===== config.mk =====
export PLATFORM = sky130hd
export DESIGN_NAME = rob_share_ctrl
export DESIGN_NICKNAME = d
export VERILOG_FILES = /design/src/rtl/rob_share_pkg.sv /design/src/rtl/rob_limit_calc.sv /design/src/rtl/rob_occ_track.sv /design/src/rtl/rob_share_ctrl.sv
export SDC_FILE = /design/constraint.sdc
export NUM_CORES = 1
export LEC_CHECK = 0
export BUFFER_PORTS_ARGS = -buffer_cell sky130_fd_sc_hd__buf_2
export CAP_MARGIN = 40
export CORE_MARGIN = 1.5
export CORE_UTILIZATION = 50
export CTS_BUF_LIST = sky130_fd_sc_hd__clkbuf_8 sky130_fd_sc_hd__clkbuf_16
export DETAILED_ROUTE_END_ITERATION = 6
export GPL_ROUTABILITY_DRIVEN = 0
export MAX_ROUTING_LAYER = met4
export PLACE_DENSITY = 0.76
export SYNTH_ARGS = -nofsm -noshare
export SYNTH_HDL_FRONTEND = slang
export SYNTH_SLANG_ARGS = --single-unit

===== constraint.sdc =====
create_clock -name clk -period 5.21 [get_ports clk]
set_input_delay 1.3025 -clock clk [delete_from_list [all_inputs] [get_ports clk]]
set_output_delay 1.3025 -clock clk [all_outputs]
set_load 0.01 [all_outputs]

===== src/rtl/rob_share_pkg.sv =====
package rob_share_pkg;

    typedef enum logic [1:0] {
        POL_OPEN  = 2'd0,
        POL_SPLIT = 2'd1,
        POL_CAP   = 2'd2,
        POL_BAD   = 2'd3
    } share_pol_e;

endpackage


===== src/rtl/rob_limit_calc.sv =====
module rob_limit_calc
    import rob_share_pkg::*;
#(
    parameter int THREADS = 4,
    parameter int DEPTH   = 32,
    parameter int CNT_W   = $clog2(DEPTH + 1)
) (
    input  logic [1:0]                      policy_i,
    input  logic [CNT_W-1:0]                cap_i,
    input  logic [THREADS-1:0]              active_i,
    output logic [THREADS-1:0][CNT_W-1:0]   limit_o
);

    localparam logic [CNT_W-1:0] DEPTH_C = CNT_W'(DEPTH);

    // Even share of the buffer among n threads, n in 1..THREADS.
    function automatic logic [CNT_W-1:0] share_of(input logic [CNT_W-1:0] n);
        logic [CNT_W-1:0] r;
        r = '0;
        for (int k = 1; k <= THREADS; k++) begin
            if (n == CNT_W'(k)) r = CNT_W'(DEPTH / k);
        end
        return r;
    endfunction

    logic [CNT_W-1:0] n_active;
    logic [CNT_W-1:0] cap_clamped;
    logic [CNT_W-1:0] split_base;
    logic [CNT_W-1:0] split_share;

    always_comb begin
        n_active = '0;
        for (int t = 0; t < THREADS; t++) begin
            n_active = n_active + CNT_W'(active_i[t]);
        end
        cap_clamped = (cap_i > DEPTH_C) ? DEPTH_C : cap_i;
        split_base  = share_of(CNT_W'(THREADS));
        split_share = share_of(n_active);
    end

    always_comb begin
        for (int t = 0; t < THREADS; t++) begin
            unique case (share_pol_e'(policy_i))
                POL_OPEN:  limit_o[t] = DEPTH_C;
                POL_SPLIT: limit_o[t] = (n_active != '0 && active_i[t]) ? split_share
                                                                        : split_base;
                POL_CAP:   limit_o[t] = (n_active == CNT_W'(1) && active_i[t]) ? DEPTH_C
                                                                               : cap_clamped;
                default:   limit_o[t] = '0;
            endcase
        end
    end

endmodule


===== src/rtl/rob_occ_track.sv =====
module rob_occ_track #(
    parameter int CNT_W = 6
) (
    input  logic             clk,
    input  logic             rst_n,
    input  logic             inc_i,
    input  logic             dec_i,
    output logic [CNT_W-1:0] occ_o,
    output logic             empty_o
);

    typedef struct packed {
        logic [CNT_W-1:0] occ;
    } trk_state_t;

    trk_state_t st_d, st_q;
    logic       dec_eff;

    always_comb begin
        st_d    = st_q;
        dec_eff = dec_i && (st_q.occ != '0);
        if (inc_i && !dec_eff) begin
            st_d.occ = st_q.occ + CNT_W'(1);
        end else if (!inc_i && dec_eff) begin
            st_d.occ = st_q.occ - CNT_W'(1);
        end
    end

    always_ff @(posedge clk or negedge rst_n) begin
        if (!rst_n) st_q <= '0;
        else        st_q <= st_d;
    end

    assign occ_o   = st_q.occ;
    assign empty_o = (st_q.occ == '0);

    // a release on an empty thread keeps the count at zero
    a_r9_empty_release: assert property (@(posedge clk) disable iff (!rst_n)
        (dec_i && !inc_i && occ_o == '0) |=> (occ_o == '0));

    // matched allocate and release leave a non-empty count unchanged
    a_r11_balanced: assert property (@(posedge clk) disable iff (!rst_n)
        (inc_i && dec_i && occ_o != '0) |=> $stable(occ_o));

endmodule


===== src/rtl/rob_share_ctrl.sv =====
module rob_share_ctrl
    import rob_share_pkg::*;
#(
    parameter int THREADS = 4,
    parameter int DEPTH   = 32,
    parameter int CNT_W   = $clog2(DEPTH + 1),
    parameter int TID_W   = (THREADS > 1) ? $clog2(THREADS) : 1
) (
    input  logic                       clk,
    input  logic                       rst_n,
    input  logic [1:0]                 policy_i,
    input  logic [CNT_W-1:0]           cap_i,
    input  logic [THREADS-1:0]         active_i,
    input  logic                       alloc_vld_i,
    input  logic [TID_W-1:0]           alloc_tid_i,
    input  logic                       rel_vld_i,
    input  logic [TID_W-1:0]           rel_tid_i,
    output logic [THREADS*CNT_W-1:0]   thread_free_o,
    output logic [CNT_W-1:0]           total_free_o,
    output logic [THREADS-1:0]         stall_o,
    output logic                       alloc_err_o,
    output logic                       rel_err_o,
    output logic                       cfg_err_o
);

    localparam logic [CNT_W-1:0] DEPTH_C = CNT_W'(DEPTH);

    typedef struct packed {
        logic [THREADS-1:0][CNT_W-1:0] limit;
        logic                          alloc_err;
        logic                          rel_err;
        logic                          cfg_err;
    } ctl_state_t;

    ctl_state_t st_d, st_q;

    logic [THREADS-1:0][CNT_W-1:0] limit_new;
    logic [THREADS-1:0][CNT_W-1:0] occ;
    logic [THREADS-1:0][CNT_W-1:0] free_cnt;
    logic [THREADS-1:0]            empty;
    logic [THREADS-1:0]            inc;
    logic [THREADS-1:0]            dec;
    logic [CNT_W-1:0]              total_occ;
    logic [CNT_W-1:0]              total_free;
    logic                          alloc_in_rng;
    logic                          rel_in_rng;
    logic                          alloc_sel_stall;
    logic                          rel_sel_empty;
    logic                          alloc_ok;

    rob_limit_calc #(
        .THREADS (THREADS),
        .DEPTH   (DEPTH),
        .CNT_W   (CNT_W)
    ) limit_calc_i (
        .policy_i (policy_i),
        .cap_i    (cap_i),
        .active_i (active_i),
        .limit_o  (limit_new)
    );

    for (genvar t = 0; t < THREADS; t++) begin : g_thr
        rob_occ_track #(
            .CNT_W (CNT_W)
        ) occ_i (
            .clk     (clk),
            .rst_n   (rst_n),
            .inc_i   (inc[t]),
            .dec_i   (dec[t]),
            .occ_o   (occ[t]),
            .empty_o (empty[t])
        );
        assign thread_free_o[t*CNT_W +: CNT_W] = free_cnt[t];
    end

    // Occupancy, free counts and stall flags
    always_comb begin
        total_occ = '0;
        for (int t = 0; t < THREADS; t++) begin
            total_occ   = total_occ + occ[t];
            free_cnt[t] = (st_q.limit[t] > occ[t]) ? (st_q.limit[t] - occ[t]) : '0;
        end
        total_free = DEPTH_C - total_occ;
        for (int t = 0; t < THREADS; t++) begin
            stall_o[t] = (free_cnt[t] == '0) || (total_free == '0);
        end
    end

    // Decode of the allocate and release pulses
    always_comb begin
        alloc_in_rng    = (int'(alloc_tid_i) < THREADS);
        rel_in_rng      = (int'(rel_tid_i) < THREADS);
        alloc_sel_stall = 1'b1;
        rel_sel_empty   = 1'b1;
        for (int t = 0; t < THREADS; t++) begin
            if (alloc_tid_i == TID_W'(t)) alloc_sel_stall = stall_o[t];
            if (rel_tid_i == TID_W'(t))   rel_sel_empty   = empty[t];
        end
        alloc_ok = alloc_vld_i && alloc_in_rng && !alloc_sel_stall;
        for (int t = 0; t < THREADS; t++) begin
            inc[t] = alloc_ok && (alloc_tid_i == TID_W'(t));
            dec[t] = rel_vld_i && rel_in_rng && (rel_tid_i == TID_W'(t));
        end
    end

    // Next registered state
    always_comb begin
        st_d           = st_q;
        st_d.limit     = limit_new;
        st_d.alloc_err = alloc_vld_i && !alloc_ok;
        st_d.rel_err   = rel_vld_i && (!rel_in_rng || rel_sel_empty);
        st_d.cfg_err   = (share_pol_e'(policy_i) == POL_BAD);
    end

    always_ff @(posedge clk or negedge rst_n) begin
        if (!rst_n) st_q <= '0;
        else        st_q <= st_d;
    end

    assign total_free_o = total_free;
    assign alloc_err_o  = st_q.alloc_err;
    assign rel_err_o    = st_q.rel_err;
    assign cfg_err_o    = st_q.cfg_err;

    // occupancy sum stays within the buffer
    a_r8_total_bound: assert property (@(posedge clk) disable iff (!rst_n)
        total_occ <= DEPTH_C);

    // an allocation for a stalled thread is flagged next cycle
    a_r7_reject_flag: assert property (@(posedge clk) disable iff (!rst_n)
        (alloc_vld_i && alloc_in_rng && alloc_sel_stall) |=> alloc_err_o);

    // illegal policy is flagged and blocks every thread
    a_r10_cfg_flag: assert property (@(posedge clk) disable iff (!rst_n)
        (policy_i == 2'd3) |=> (cfg_err_o && stall_o == '1));

    // open sharing grants the whole buffer to thread 0
    a_r1_open_limit: assert property (@(posedge clk) disable iff (!rst_n)
        (policy_i == 2'd0) |=> (st_q.limit[0] == DEPTH_C));

endmodule


==> results of run 1 <==
[cell type report]
| class | instances | area, um^2 |
|---|---|---|
| fillers | 709 | 3380 |
| multi-input cells | 385 | 3020 |
| flip-flops and latches | 51 | 1280 |
| repair buffers | 89 | 548 |
| inverters | 69 | 262 |
| well taps | 108 | 135 |
| clock buffers | 5 | 68.8 |
| clock inverters | 3 | 28.8 |
[state kept, by name, indices dropped and copies added, names as in the netlist]
| name | count |
|---|---|
| g_thr.occ_i.occ_o | 24 |
| rel_err_o | 1 |
| alloc_err_o | 1 |
| st_q | 24 |
| cfg_err_o | 1 |
[worst max-delay path: stages (launching register included)]
cell and delay (ns):
dfrtp_1 0.41, inv_2 0.08, fa_2 0.44, fa_2 0.34
fa_1 0.50, ha_2 0.19, inv_2 0.04, fa_2 0.36
xnor2_2 0.16, or3_1 0.33, nor3_2 0.16, nor2b_4 0.20
a311o_1 0.18, buf_6 0.13, buf_6 0.09
[routing by layer]
metal | vias to the layer above | track usage (%)
met1 | 1904 | 30.2
met5 | - | -
li1 | 1927 | -
met4 | 0 | 8.79
met3 | 26 | 4.03
met2 | 144 | 40.1
[Yosys cell counts, types with 2 or more instances]
master	instances
nor2b_1	7
inv_1	69
o21bai_1	4
nor3_1	9
xor2_1	7
mux2_2	3
a22o_1	2
clkbuf_1	6
nand2b_1	10
a32o_1	2
a311o_1	3
o21ai_0	24
and3_1	5
xnor2_1	34
a21o_1	10
a31oi_1	4
nor3b_1	2
o22ai_1	2
a21oi_1	46
nand3_1	4
nor2_1	53
dfrtp_1	51
nor4_1	7
fa_1	19
ha_1	54
nand2_1	38
a311oi_1	5
and2_1	4
o21a_1	3
and4_1	4
nand4_1	4
o22a_1	2
[repair_timing]
| item | in CTS | in global routing |
|---|---|---|
| pin swaps | 5 | 15 |
| setup buffers | 5 | 8 |
| endpoints found under the setup margin | 6 | 10 |
| gates resized for setup | 13 | 19 |
[path summary, 6_finish.rpt]
check	from	to	slack, ns	cells after the start
hold / removal	g_thr[3].occ_i.occ_o[3]	g_thr[3].occ_i.occ_o[3]	0.55	2
min in group asynchronous	rst_n	g_thr[0].occ_i.occ_o[0]	1.07	2
setup / recovery	g_thr[2].occ_i.occ_o[1]	stall_o[1]	-0.03	14
max in group asynchronous	rst_n	g_thr[3].occ_i.occ_o[4]	3.70	2
setup reg to reg	g_thr[2].occ_i.occ_o[1]	g_thr[1].occ_i.occ_o[5]	0.09	24
hold reg to reg	g_thr[3].occ_i.occ_o[3]	g_thr[3].occ_i.occ_o[3]	0.55	2
[logic make-up (layout without fill, tap and decap cells)]
logic type | after synthesis | count (layout) | synth area share [%]
and+or+nand+nor | 149 | 149 | 15.7
AOI/OAI and AO/OA | 117 | 117 | 16.5
buffers and inverters | 75 | 166 | 6.28
adders and majority gates | 73 | 73 | 23.6
DFF | 51 | 51 | 28.5
xor gates and xnor gates | 42 | 42 | 8.55
muxes | 4 | 4 | 0.978
[stage by stage]
stage	util [%]	hold WS [ns]	cell area, um^2	std cells
2_1_floorplan	-	0.478	4490	511
3_3_place_gp	57.7	0.504	5030	689
3_5_place_dp	57.7	0.520	5030	689
4_1_cts	59.7	0.543	5210	702
5_1_grt	61.2	0.592	5340	710
6_report	61.2	0.554	5340	710
[layout by cell type (no fill, tap or decap), drive strengths merged, types with 5 or more instances in the layout]
cell type / count
inv: 72
a311oi: 5
nand2b: 10
a21o: 10
nor2b: 7
a21oi: 46
nor3: 9
fa: 19
xnor2: 34
ha: 54
nor4: 7
clkbuf: 5
buf: 89
dfrtp: 51
o21ai: 24
and3: 5
nand2: 38
nor2: 53
xor2: 7
==> impl_metrics.json, run 1 <==
{
  "outcome": "finished, violations left",
  "violations": "setup timing",
  "criticalPathCategory": "flop to primary output",
  "fin_crit_sh_pct": 101,
  "nets": 694,
  "cp_max_fo": 2,
  "synth_flop_cell": "dfrtp_1",
  "synth_top_cell_area_share_pct": 28.5,
  "slew_viol_final": 0,
  "drive_gt1_share_pct": 21.4,
  "fin_setup_tns_ns": -0.0319,
  "clock_latency_ns": 0.32,
  "path_clk_slew_ns": 0.11,
  "grt_pass1_vias": 3826,
  "hold_class": "flop to flop",
  "core.rowCount": 34,
  "syn_inst": 511,
  "drt-total-wl_mm": 11.6,
  "required_ns": 3.91,
  "drc": 0,
  "synth_nets": 604,
  "syn-cell-area_um2": 4480,
  "hpwl_mm": 8.90,
  "synth_async_sr_flop_share_pct": 100,
  "start_util_pct": 51.4,
  "synth_largest_area_cell": "dfrtp_1",
  "drt_iter0_drc": 225,
  "place_ws_ns": -0.153,
  "via_per_inst": 5.64,
  "overflow": 0,
  "grt_pass1_wl_mm": 18.0,
  "worst_pin_slew_ns": 0.642,
  "synth.top_cells.by_area": "dfrtp_1, ha_1, fa_1, xnor2_1, inv_1",
  "die_area_um2": 9540,
  "drt_first_pass_iters": 5,
  "wl_met1_mm": 4.80,
  "highest-signal-layer": "met4",
  "setup_slack_ns": -0.0294,
  "syn_area_per_cell_um2": 8.77,
  "relSlewSlack_pct": 57.2,
  "postSynthRegisterBits": 51,
  "synth_cell_type_count": 46,
  "startpoint_type": "flop",
  "routedWlPerCell_um": 16.3,
  "area_growth_syn_to_layout_pct": 19.2,
  "grt_usage_pct": 24.3,
  "cts_hold_buf": 0,
  "port_buffers": 56,
  "ctsHtreeMaxLevel": 2,
  "cts_buffers": 5,
  "met2WireLength_mm": 5.90,
  "fmax_mhz": 191,
  "via_count": 4001,
  "setup_violations": 2,
  "die_w_um": 97.7,
  "finClkSkew_ns": 0.00491,
  "diodes": 0,
  "fin_crit_ns": 5.24,
  "rsz0062_at_grt": "yes",
  "die_h_um": 97.7,
  "antenna_left": 0,
  "drv_cap": 0,
  "synth_edf_count": 0,
  "ys_seq_area_share_pct": 28.5,
  "cts_tree": "built",
  "antenna_found_initial": 0,
  "cts_root_buf": "clkbuf_8",
  "io_pins": 57,
  "yosys_warnings": 0,
  "cts_sinks": 51,
  "dr_wl_met3_um": 613,
  "arrival_ns": 3.94,
  "coreArea_um2": 8720,
  "hold_violations": 0,
  "endpoint_kind": "primary output",
  "grt_max_degree": 52,
  "cts_buffer_depth": 2
}
Power of run 1 is left out: the tool's default activity adds up to more than one toggle a clock period on the data nets, which glitch-free logic cannot reach.
==> run 2, diff against run 1 <==
CORE_MARGIN = 2   (was 1.5)
TNS_END_PERCENT = 30   (was not set)
==> run 2 against run 1 <==
Against the previous run:
- the flow still finishes with violations (setup timing)
- cell count decreased by 0.99%
- utilization decreased by 0.95 points
- die area increased by 2.1%
- flip-flop and latch count unchanged
- first-iteration DRC count decreased by 32%
- critical path type unchanged
- critical endpoint unchanged
- largest cell class unchanged
==> impl_metrics.json, run 2 (synthesis results as in run 1) <==
{
  "port_buffers": 56,
  "relSlewSlack_pct": 56.1,
  "ctsHtreeMaxLevel": 2,
  "routedWlPerCell_um": 16.0,
  "slowest_delay_ns": 0.50,
  "nets": 687,
  "violations": "setup timing",
  "place_ws_ns": -0.186,
  "cts_sinks": 51,
  "cp_slowest_cell": "fa_1",
  "endpoint_kind": "primary output",
  "fin_crit_ns": 5.26,
  "layout_common_cells": "inv_1, buf_2, nor2_1",
  "whs_ns": 0.546,
  "drc": 0,
  "cts_buffer_depth": 2,
  "post_layout_nonfiller_instances": 703,
  "grt_usage_pct": 24.1,
  "slew_viol_final": 0,
  "place_area_um2": 5020,
  "fillers": 758,
  "grt_pass1_wl_mm": 18.3,
  "overflow": 0,
  "cts_tree": "built",
  "io_pins": 57,
  "coreArea_um2": 8720,
  "setup_violations": 2,
  "die_h_um": 98.7,
  "via_count": 3937,
  "finClkSkew_ns": 0.0150,
  "drt-total-wl_mm": 11.3,
  "crit_family": "adder cells",
  "startpoint_type": "flop",
  "hold_class": "flop to flop",
  "rsz0062_at_grt": "yes",
  "antenna_left": 0,
  "antenna_found_initial": 0,
  "via_per_inst": 5.60,
  "cts_root_buf": "clkbuf_8",
  "setup_slack_ns": -0.0533,
  "drv_cap": 0,
  "drive_gt1_share_pct": 20.2,
  "worst_pin_slew_ns": 0.659,
  "outcome": "finished, violations left",
  "drt_iter0_drc": 152,
  "path_clk_slew_ns": 0.11,
  "hpwl_mm": 8.87,
  "hold_violations": 0,
  "dpl.cell_count": 688,
  "grt_max_degree": 52,
  "grt_pass1_vias": 3862,
  "area_growth_syn_to_layout_pct": 17.4,
  "cts_buffers": 5,
  "clock_latency_ns": 0.33,
  "fin_crit_sh_pct": 101,
  "die_w_um": 98.7,
  "die_area_um2": 9730,
  "fmax_mhz": 190,
  "start_util_pct": 51.4,
  "cp_max_fo": 2,
  "cp_num_buf_inv": 4,
  "cp_cell_sequence": "inv_1 > fa_1 > fa_2 > fa_1 > ha_2 > inv_2 > fa_2 > xnor2_2 > or3_4 > nor3_4 > nor2b_4 > a311o_1 > buf_6 > buf_6",
  "criticalPathCategory": "flop to primary output",
  "finalInstanceArea_um2": 5260,
  "final_common_cell": "inv_1",
  "required_ns": 3.91,
  "diodes": 0,
  "drt_first_pass_iters": 4,
  "core.rowCount": 34,
  "arrival_ns": 3.96
}
## run 2: metal layers
| metal | GRT usage [%] | vias up | wire length (um) |
|---|---|---|---|
| met1 | 29.9 | 1897 | 4930 |
| met3 | 4.33 | 18 | 570 |
| li1 | - | 1914 | - |
| met5 | - | - | 0 |
| met2 | 40.1 | 108 | 5520 |
| met4 | 8.11 | 0 | 254 |
## run 2: path summary, 6_finish.rpt
path / depth (start not counted) / start / endpoint / slack (ns)
max: 14 / g_thr[3].occ_i.occ_o[1] / stall_o[1] / -0.05
min: 2 / g_thr[0].occ_i.occ_o[1] / g_thr[0].occ_i.occ_o[1] / 0.55
max reg2reg: 23 / g_thr[3].occ_i.occ_o[1] / g_thr[1].occ_i.occ_o[5] / 0.06
min reg2reg: 2 / g_thr[0].occ_i.occ_o[1] / g_thr[0].occ_i.occ_o[1] / 0.55
max in group asynchronous: 2 / rst_n / g_thr[1].occ_i.occ_o[4] / 3.69
min in group asynchronous: 2 / rst_n / g_thr[0].occ_i.occ_o[3] / 1.07
## run 2: metrics by stage
step | utilization [%] | setup TNS [ns]
3_3_place_gp | 57.6 | 0
3_5_place_dp | 57.6 | -0.399
4_1_cts | 59.6 | -0.154
2_1_floorplan | - | 0
6_report | 60.3 | -0.0636
5_1_grt | 60.3 | -0.483
## run 2: tightest hold or removal path, delay by kind of cell (launching register included)
kind | cells | cell delay, ns
flip-flops | 1 | 0.39
AO/OA/AOI/OAI | 1 | 0.07
AND/OR/NAND/NOR | 1 | 0.06
## run 2: area by class of cell
class / count / area, um^2 / share of cell area [%]
tap: 108 / 135 / 2.57
clock inverter: 3 / 27.5 / 0.524
multi-input combinational: 385 / 3000 / 57.0
clock buffer: 5 / 68.8 / 1.31
inverter: 69 / 259 / 4.93
sequential: 51 / 1280 / 24.3
timing repair buffer: 82 / 492 / 9.35
## run 2: what timing repair did
action,CTS,global route
buffers inserted,5,2
gates resized for setup,10,17
endpoints found under the setup margin,8,8
hold buffers,0,0
pin swaps,4,8
Power of run 2 is left out for the same reason.
==> run 3, diff against run 2 <==
SLEW_MARGIN = 20   (was not set)
clock period = 4.77 ns   (was 5.21 ns; I/O delays follow)
==> run 3 against run 2 <==
Against the previous run:
- the run still ends with setup timing left
- critical path depth stayed put
- sequential share of layout area decreased by 1.7 points
- design area grew 7.4%
- register-to-register slack got worse by 0.41 ns
- first-iteration DRC count up 48%
- via count grew 5.3%
==> impl_metrics.json, run 3 (synthesis results as in run 1) <==
{
  "core.rowCount": 34,
  "setup_violations": 14,
  "ctsHtreeMaxLevel": 2,
  "final_common_cell": "buf_4",
  "area_growth_syn_to_layout_pct": 26.0,
  "drive_gt1_share_pct": 27.0,
  "drt-total-wl_mm": 11.5,
  "setup_slack_ns": -0.360,
  "worst_pin_slew_ns": 0.679,
  "coreArea_um2": 8720,
  "criticalPathCategory": "flop to primary output",
  "clock_latency_ns": 0.31,
  "hold_violations": 0,
  "cp_slowest_cell": "fa_1",
  "antenna_left": 0,
  "grt_pass1_wl_mm": 19.1,
  "rsz0062_at_grt": "yes",
  "via_count": 4147,
  "required_ns": 3.58,
  "drt_first_pass_iters": 4,
  "io_pins": 57,
  "cts_hold_buf": 0,
  "start_util_pct": 51.4,
  "met2_usage_pct": 42.1,
  "cts_root_buf": "clkbuf_8",
  "relSlewSlack_pct": 54.7,
  "die_w_um": 98.7,
  "min_from": "g_thr[0].occ_i.occ_o[1]",
  "die_area_um2": 9730,
  "grt_pass1_vias": 4074,
  "cts_buffers": 5,
  "port_buffers": 56,
  "crit_start": "g_thr[3].occ_i.occ_o[1]",
  "nets": 726,
  "startpoint_type": "flop",
  "overflow": 0,
  "cp_cell_sequence": "inv_2 > fa_1 > fa_2 > fa_1 > ha_2 > inv_2 > fa_2 > xnor2_2 > or3_4 > nor3_4 > nor2b_4 > a311o_1 > buf_4 > buf_6",
  "fin_setup_tns_ns": -2.38,
  "drv_cap": 0,
  "cts_tree": "built",
  "fin_crit_ns": 5.13,
  "endpoint_kind": "primary output",
  "hpwl_mm": 9.20,
  "outcome": "finished, violations left",
  "path_clk_slew_ns": 0.10,
  "slew_viol_final": 0,
  "drt_iter0_drc": 225,
  "routedWlPerCell_um": 15.5,
  "use_met1_pct": 31.5,
  "arrival_ns": 3.94,
  "grt_max_degree": 52,
  "cts_buffer_depth": 2,
  "drc": 0,
  "reg2reg_from": "g_thr[3].occ_i.occ_o[1]",
  "cp_max_fo": 2,
  "diodes": 0,
  "slowest_delay_ns": 0.50,
  "die_h_um": 98.7,
  "fin_crit_sh_pct": 108,
  "violations": "setup timing",
  "cts_sinks": 51,
  "layout_common_cells": "buf_4, inv_1, nor2_1",
  "grt-busiest-layer": "met2",
  "whs_ns": 0.552,
  "antenna_found_initial": 0,
  "finClkSkew_ns": 0.00949,
  "via_per_inst": 5.59,
  "grt_usage_pct": 24.9,
  "gr-usage-met3_pct": 3.48,
  "fmax_mhz": 195,
  "rrSetupSlack_ns": -0.35,
  "hold_class": "flop to flop"
}
==> run 3: timing repair <==
item / CTS / global route
endpoints found under the setup margin: 15 / 21
buffers inserted: 10 / 3
endpoints found under the hold margin: 0 / 0
gates resized for setup: 25 / 14
pin swaps: 24 / 13
==> run 3: layout make-up <==
| class | instances | area, um^2 |
|---|---|---|
| multi-input combinational | 385 | 3060 |
| sequential | 51 | 1280 |
| tap | 108 | 135 |
| fill | 690 | 3080 |
| clock inverter | 2 | 35.0 |
| clock buffer | 6 | 82.6 |
| timing repair buffer | 121 | 793 |
| inverter | 69 | 262 |
==> run 3: stage by stage <==
step	instance area, um^2	setup WS [ns]	util [%]	cells
after floorplan	4520	-0.171	-	511
after global placement	5300	-0.0552	60.8	721
after detailed placement	5300	-0.342	60.8	721
after CTS	5570	-0.447	63.9	739
after global routing	5650	-0.544	64.7	742
final	5650	-0.360	64.7	742
==> run 3: path summary, 6_finish.rpt <==
check                                          end  cells past startpoint
hold / removal             g_thr[0].occ_i.occ_o[1]                      2
setup reg to reg           g_thr[1].occ_i.occ_o[5]                     25
max in group asynchronous                  st_q[8]                      2
hold reg to reg            g_thr[0].occ_i.occ_o[1]                      2
min in group asynchronous  g_thr[0].occ_i.occ_o[1]                      2
setup / recovery                        stall_o[1]                     14
==> run 3: per-layer routing <==
layer | vias up | share of wire [%]
li1 | 1996 | -
met1 | 2041 | 44
met2 | 92 | 50
met3 | 18 | 3.9
met4 | 0 | 2.1
met5 | - | 0
==> run 3: worst max-delay path: cells and delay by family (launching register included) <==
kind,cells,cell delay (ns)
flip-flops,1,0.40
AO/OA/AOI/OAI,1,0.17
XOR/XNOR,1,0.14
AND/OR/NAND/NOR,3,0.71
buffers and inverters,4,0.36
adder cells (fa/ha/maj),5,1.85
Power of run 3 is left out for the same reason.
